`src/rtl/pcm_pkg.sv`:
```
package pcm_pkg;
  typedef enum logic [1:0] {
    PM_RUN   = 2'd0,
    PM_DOZE  = 2'd1,
    PM_SLEEP = 2'd2
  } pm_mode_e;
endpackage

```
`src/rtl/pcm_clk_div.sv`:
```
module pcm_clk_div #(
  parameter int unsigned TICKS_PER_MC = 6
) (
  input  logic clk_i,
  input  logic rst_ni,
  input  logic osc_run_i,
  input  logic periph_en_i,
  output logic tick_o,
  output logic mcyc_stb_o
);
  localparam int unsigned PW = (TICKS_PER_MC > 1) ? $clog2(TICKS_PER_MC) : 1;
  localparam logic [PW-1:0] LAST = PW'(TICKS_PER_MC - 1);

  logic          half_q;
  logic [PW-1:0] phase_q;
  logic          adv;

  always_ff @(posedge clk_i or negedge rst_ni) begin
    if (!rst_ni)        half_q <= 1'b0;
    else if (osc_run_i) half_q <= ~half_q;
  end

  assign tick_o = half_q & osc_run_i;
  assign adv    = tick_o & periph_en_i;

  always_ff @(posedge clk_i or negedge rst_ni) begin
    if (!rst_ni)  phase_q <= '0;
    else if (adv) phase_q <= (phase_q == LAST) ? '0 : phase_q + 1'b1;
  end

  assign mcyc_stb_o = adv && (phase_q == LAST);

  assert_tick_alternates_R1: assert property (@(posedge clk_i) disable iff (!rst_ni)
    tick_o |=> !tick_o);
  assert_stb_on_tick_R10: assert property (@(posedge clk_i) disable iff (!rst_ni)
    mcyc_stb_o |-> (tick_o && periph_en_i));
endmodule

```
`src/rtl/pcm_rst_qual.sv`:
```
module pcm_rst_qual #(
  parameter int unsigned TICKS_PER_MC = 6,
  parameter int unsigned RST_MC       = 2
) (
  input  logic clk_i,
  input  logic rst_ni,
  input  logic pin_i,
  input  logic tick_i,
  output logic pin_q_o,
  output logic sys_rst_o
);
  localparam int unsigned NEED = TICKS_PER_MC * RST_MC;
  localparam int unsigned CW   = $clog2(NEED + 1);
  localparam logic [CW-1:0] NEED_C = CW'(NEED);

  logic [CW-1:0] cnt_q;

  always_ff @(posedge clk_i or negedge rst_ni) begin
    if (!rst_ni) pin_q_o <= 1'b0;
    else         pin_q_o <= pin_i;
  end

  always_ff @(posedge clk_i or negedge rst_ni) begin
    if (!rst_ni)                         cnt_q <= '0;
    else if (!pin_q_o)                   cnt_q <= '0;
    else if (tick_i && cnt_q != NEED_C)  cnt_q <= cnt_q + 1'b1;
  end

  assign sys_rst_o = (cnt_q == NEED_C);

  assert_rst_drops_R7: assert property (@(posedge clk_i) disable iff (!rst_ni)
    !pin_q_o |=> !sys_rst_o);
  assert_rst_needs_pin_R7: assert property (@(posedge clk_i) disable iff (!rst_ni)
    $rose(sys_rst_o) |-> (pin_q_o && $past(pin_q_o)));
endmodule

```
`src/rtl/pcm_mode_fsm.sv`:
```
module pcm_mode_fsm
  import pcm_pkg::*;
(
  input  logic     clk_i,
  input  logic     rst_ni,
  input  logic     sys_rst_i,
  input  logic     wr_i,
  input  logic     doze_i,
  input  logic     sleep_i,
  input  logic     irq_i,
  output pm_mode_e mode_o
);
  pm_mode_e mode_q, mode_d;

  always_comb begin
    mode_d = mode_q;
    if (sys_rst_i) begin
      mode_d = PM_RUN;
    end else begin
      unique case (mode_q)
        PM_RUN: if (wr_i) begin
          if (sleep_i)     mode_d = PM_SLEEP;
          else if (doze_i) mode_d = PM_DOZE;
        end
        PM_DOZE:  if (irq_i) mode_d = PM_RUN;
        PM_SLEEP: mode_d = PM_SLEEP;
        default:  mode_d = PM_RUN;
      endcase
    end
  end

  always_ff @(posedge clk_i or negedge rst_ni) begin
    if (!rst_ni) mode_q <= PM_RUN;
    else         mode_q <= mode_d;
  end

  assign mode_o = mode_q;

  assert_sleep_wins_R6: assert property (@(posedge clk_i) disable iff (!rst_ni)
    (mode_q == PM_RUN && !sys_rst_i && wr_i && doze_i && sleep_i) |=> (mode_q == PM_SLEEP));
  assert_irq_wakes_R4: assert property (@(posedge clk_i) disable iff (!rst_ni)
    (mode_q == PM_DOZE && irq_i) |=> (mode_q == PM_RUN));
  assert_sleep_holds_R5: assert property (@(posedge clk_i) disable iff (!rst_ni)
    (mode_q == PM_SLEEP && !sys_rst_i) |=> (mode_q == PM_SLEEP));
  assert_rst_to_run_R8: assert property (@(posedge clk_i) disable iff (!rst_ni)
    sys_rst_i |=> (mode_q == PM_RUN));
endmodule

```
`src/rtl/pwr_clk_ctrl.sv`:
```
module pwr_clk_ctrl
  import pcm_pkg::*;
#(
  parameter int unsigned TICKS_PER_MC = 6,
  parameter int unsigned RST_MC       = 2
) (
  input  logic clk_osc_i,
  input  logic por_ni,
  input  logic rst_pin_i,
  input  logic wr_mode_i,
  input  logic wr_doze_i,
  input  logic wr_sleep_i,
  input  logic irq_pend_i,
  output logic core_ce_o,
  output logic periph_ce_o,
  output logic mcyc_stb_o,
  output logic osc_en_o,
  output logic sys_rst_o,
  output logic doze_o,
  output logic sleep_o
);
  pm_mode_e mode;
  logic     tick, pin_q, osc_run, not_sleep;

  assign not_sleep = (mode != PM_SLEEP);
  assign osc_run   = not_sleep | pin_q;

  pcm_clk_div #(.TICKS_PER_MC(TICKS_PER_MC)) u_div (
    .clk_i(clk_osc_i), .rst_ni(por_ni), .osc_run_i(osc_run),
    .periph_en_i(not_sleep), .tick_o(tick), .mcyc_stb_o(mcyc_stb_o)
  );

  pcm_rst_qual #(.TICKS_PER_MC(TICKS_PER_MC), .RST_MC(RST_MC)) u_rst (
    .clk_i(clk_osc_i), .rst_ni(por_ni), .pin_i(rst_pin_i), .tick_i(tick),
    .pin_q_o(pin_q), .sys_rst_o(sys_rst_o)
  );

  pcm_mode_fsm u_fsm (
    .clk_i(clk_osc_i), .rst_ni(por_ni), .sys_rst_i(sys_rst_o),
    .wr_i(wr_mode_i), .doze_i(wr_doze_i), .sleep_i(wr_sleep_i),
    .irq_i(irq_pend_i), .mode_o(mode)
  );

  assign periph_ce_o = tick & not_sleep;
  assign core_ce_o   = tick & (mode == PM_RUN);
  assign osc_en_o    = osc_run;
  assign doze_o      = (mode == PM_DOZE);
  assign sleep_o     = (mode == PM_SLEEP);

  assert_periph_runs_in_doze_R3: assert property (@(posedge clk_osc_i) disable iff (!por_ni)
    (doze_o && $past(doze_o) && !$past(periph_ce_o)) |-> periph_ce_o);
  assert_sleep_quiet_R5: assert property (@(posedge clk_osc_i) disable iff (!por_ni)
    (sleep_o && !pin_q) |-> (!osc_en_o && !periph_ce_o && !core_ce_o));
  assert_core_subset_R2: assert property (@(posedge clk_osc_i) disable iff (!por_ni)
    core_ce_o |-> periph_ce_o);
endmodule

```
`config.mk`:
```
export PLATFORM = sky130hd
export DESIGN_NAME = pwr_clk_ctrl
export DESIGN_NICKNAME = d
export VERILOG_FILES = /design/src/rtl/pcm_pkg.sv /design/src/rtl/pcm_clk_div.sv /design/src/rtl/pcm_rst_qual.sv /design/src/rtl/pcm_mode_fsm.sv /design/src/rtl/pwr_clk_ctrl.sv
export SDC_FILE = /design/constraint.sdc
export NUM_CORES = 1
export LEC_CHECK = 0
export BUFFER_PORTS_ARGS = -buffer_cell sky130_fd_sc_hd__clkbuf_2
export CAP_MARGIN = 10
export CORE_AREA = 2 2 39 41
export DETAILED_ROUTE_END_ITERATION = 10
export DIE_AREA = 0 0 41 43
export PLACE_DENSITY = 0.71
export SETUP_SLACK_MARGIN = 0.5
export SLEW_MARGIN = 20
export SYNTH_ARGS = -nofsm -noshare
export SYNTH_HDL_FRONTEND = slang
export SYNTH_SLANG_ARGS = --single-unit
```
`constraint.sdc`:
```
create_clock -name clk_osc_i -period 2.93 [get_ports clk_osc_i]
set_clock_uncertainty 0.2 [all_clocks]
set_input_delay 0 -clock clk_osc_i [delete_from_list [all_inputs] [get_ports clk_osc_i]]
set_output_delay 0 -clock clk_osc_i [all_outputs]
set_load 0.005 [all_outputs]
```
==> flow_summary.json <==
{
  "outcome": "finished clean",
  "hold_violations": 0,
  "max_cap_violations": 0,
  "cts_tree": "yes",
  "ys_types": 23,
  "critPathRequiredTime_ns": 2.92,
  "r2r_start": "u_fsm.mode_o[0]",
  "tns_ns": 0,
  "p_per_area_mw_per_mm2": 632,
  "grt_pass1_wl_um": 1730,
  "crit_start": "u_fsm.mode_o[0]",
  "path_buf_inv": 1,
  "ios": 14,
  "p_leak_nw": 0.368,
  "rows": 14,
  "fmax_mhz": 622,
  "hpwl_um": 722,
  "avgSynthCellArea_um2": 10.9,
  "cts_htree_levels": 1,
  "die_height_um": 43,
  "hold_ws_ns": 0.174,
  "antenna_found_initial": 0,
  "syn_nets": 60,
  "synth.top_cell.area_share": 0.495,
  "critPathKind": "reg -> reg",
  "cts_resized": 0,
  "r2r_slack_ns": 1.32,
  "first_global_vias": 445,
  "slowest_delay_ns": 0.56,
  "grt_start_max_net_pins": 12,
  "whs_path_depth": 2,
  "clk_pin_slew_ns": 0.07,
  "finalCritPeriodShare": 0.549,
  "viasPerCell": 4.81,
  "hold-path-endpoint": "u_rst.pin_q_o",
  "synth.area.top_cells": "dfrtp_1 50%, mux2_4 5.4%, ha_1 4.5%",
  "clkSinkCount": 11,
  "rsz0062_at_grt": "no",
  "via_count": 438,
  "clock_latency_ns": 0.27,
  "worstMarginPinSlew_ns": 0.506,
  "wl_per_cell_um": 10.8,
  "syn_inst": 51,
  "r2r_end": "u_fsm.mode_o[0]",
  "routed_wirelength_um": 983,
  "arrival_ns": 1.60,
  "startpoint_type": "flip-flop",
  "fin_util": 0.533,
  "antenna_left": 0,
  "routabilityCongestion": 0.730,
  "path_cells": "nor2_1, a32oi_1, dlygate4sd3_1, nor3_1",
  "io_buffers": 13,
  "cts_buffer_depth": 2,
  "grt.total_usage": 0.150,
  "ys_warn_count": 0,
  "initial_utilization": 0.401,
  "finalSetupViolCount": 0,
  "slew_violations": 0,
  "die_x_um": 41,
  "dieArea_mm2": 0.00176,
  "root_buffer": "clkbuf_4",
  "coreArea_mm2": 0.00138,
  "finalPower_mw": 0.466,
  "layoutNonFillerInstCount": 91,
  "cp-end-kind": "flip-flop",
  "layout.nets": 85,
  "vdd_ir_drop_max_v": 0.000323,
  "ff2ff_path_depth": 4,
  "cp_top_family": "buffers and inverters",
  "synth_top_cell_by_area": "dfrtp_1",
  "layout-drive-gt1-share": 0.267,
  "hold_start": "rst_pin_i",
  "ys_ff_latch": 11,
  "initialDrtViolationCount": 4,
  "yosysSeqAreaShare": 0.495,
  "firstDrtPassIters": 4,
  "min_period_ns": 1.61,
  "cts_buffers": 3,
  "place_inst": 80,
  "area_delta_synth_final_pct": 32.7,
  "syn_area_um2": 556,
  "slowest_stage": "dlygate4sd3_1",
  "maxSlewHeadroom": 0.662,
  "drc": 0,
  "worstPathMaxFanout": 6,
  "gr-total-overflow": 0,
  "hold_path_class": "in -> reg",
  "diodes": 0
}
==> metrics by stage <==
stage / setup WS [ns] / cell area [µm²]
6_report: 1.32 / 737
3_5_place_dp: 1.50 / 641
4_1_cts: 1.32 / 737
3_3_place_gp: 1.54 / 641
2_1_floorplan: 1.56 / 556
5_1_grt: 1.19 / 737
==> cells in the mapped netlist (all sizes together) <==
cell type and instances:
dfrtp 11, o21ai 1, nor2 2, nand2 5
nand4 1, a32oi 1, nand2b 2, a21oi 1
mux2i 2, xor2 2, inv 6, nor2b 2
nor3b 2, nor3 2, nand3 2, o31ai 1
o211ai 1, and2 2, a31oi 1, mux2 2
ha 2
==> per-layer routing <==
| metal | up-vias | global-route usage | wire [µm] | part of all wire |
|---|---|---|---|---|
| li1 | 221 | - | - | - |
| met1 | 198 | 0.163 | 411 | 0.42 |
| met2 | 15 | 0.244 | 494 | 0.50 |
| met3 | 4 | 0.0314 | 53 | 0.054 |
| met4 | 0 | 0.100 | 23 | 0.023 |
| met5 | - | 0 | 0 | 0 |
==> repair_timing <==
item / CTS / global route
hold buffers: 7 / 0
buffers inserted: 0 / 0
hold endpoints to repair: 14 / 0
==> placed cells by master, fill, tap and decap left out, types with 2 or more instances in the layout <==
cell type and count:
clkbuf_2 13, dfrtp_1 11, dlygate4sd3_1 7, inv_1 6, nand2_1 5, clkbuf_4 3, and2_1 2, nor3b_1 2
nor2b_1 2, xor2_1 2, nor3_1 2, mux2_4 2, mux2i_1 2, nor2_1 2, ha_1 2
==> how the worst max path moves through the flow <==
stage / endpoint / slack, ns / cells past startpoint
2_1_floorplan: u_rst.cnt_q[3] / 1.56 / 6
3_3_place_gp: u_rst.cnt_q[3] / 1.54 / 6
3_5_place_dp: u_rst.cnt_q[3] / 1.50 / 6
4_1_cts: u_fsm.mode_o[0] / 1.32 / 4
5_1_grt: u_fsm.mode_o[0] / 1.19 / 4
6_report: u_fsm.mode_o[0] / 1.32 / 4
==> flip-flops by register name, indices dropped and copies added (netlist names) <==
signal         cells
u_div.half_q       1
u_div.phase_q      3
u_fsm.mode_o       2
u_rst.cnt_q        4
u_rst.pin_q_o      1
==> logic make-up after synthesis <==
logic type,share of synthesized area
AOI/OAI and AO/OA,0.0721
xor gates and xnor gates,0.0315
and+or+nand+nor,0.225
muxes,0.0901
adders and majority gates,0.0450
DFF,0.495
buffers and inverters,0.0405
==> cell type report <==
| cell class | count | area, µm² |
|---|---|---|
| Fill cell | 120 | 647 |
| Sequential cell | 11 | 275 |
| Multi-Input combinational cell | 34 | 258 |
| Timing Repair Buffer | 20 | 135 |
| Clock buffer | 4 | 26.3 |
| Inverter | 6 | 22.5 |
| Tap cell | 16 | 20.0 |
==> power by group <==
group	internal, mW	switching, mW
Sequential	0.194	0.0547
Clock	0.0528	0.0509
Combinational	0.0670	0.0458
Total	0.314	0.151
(Power assumes the default switching activity.)
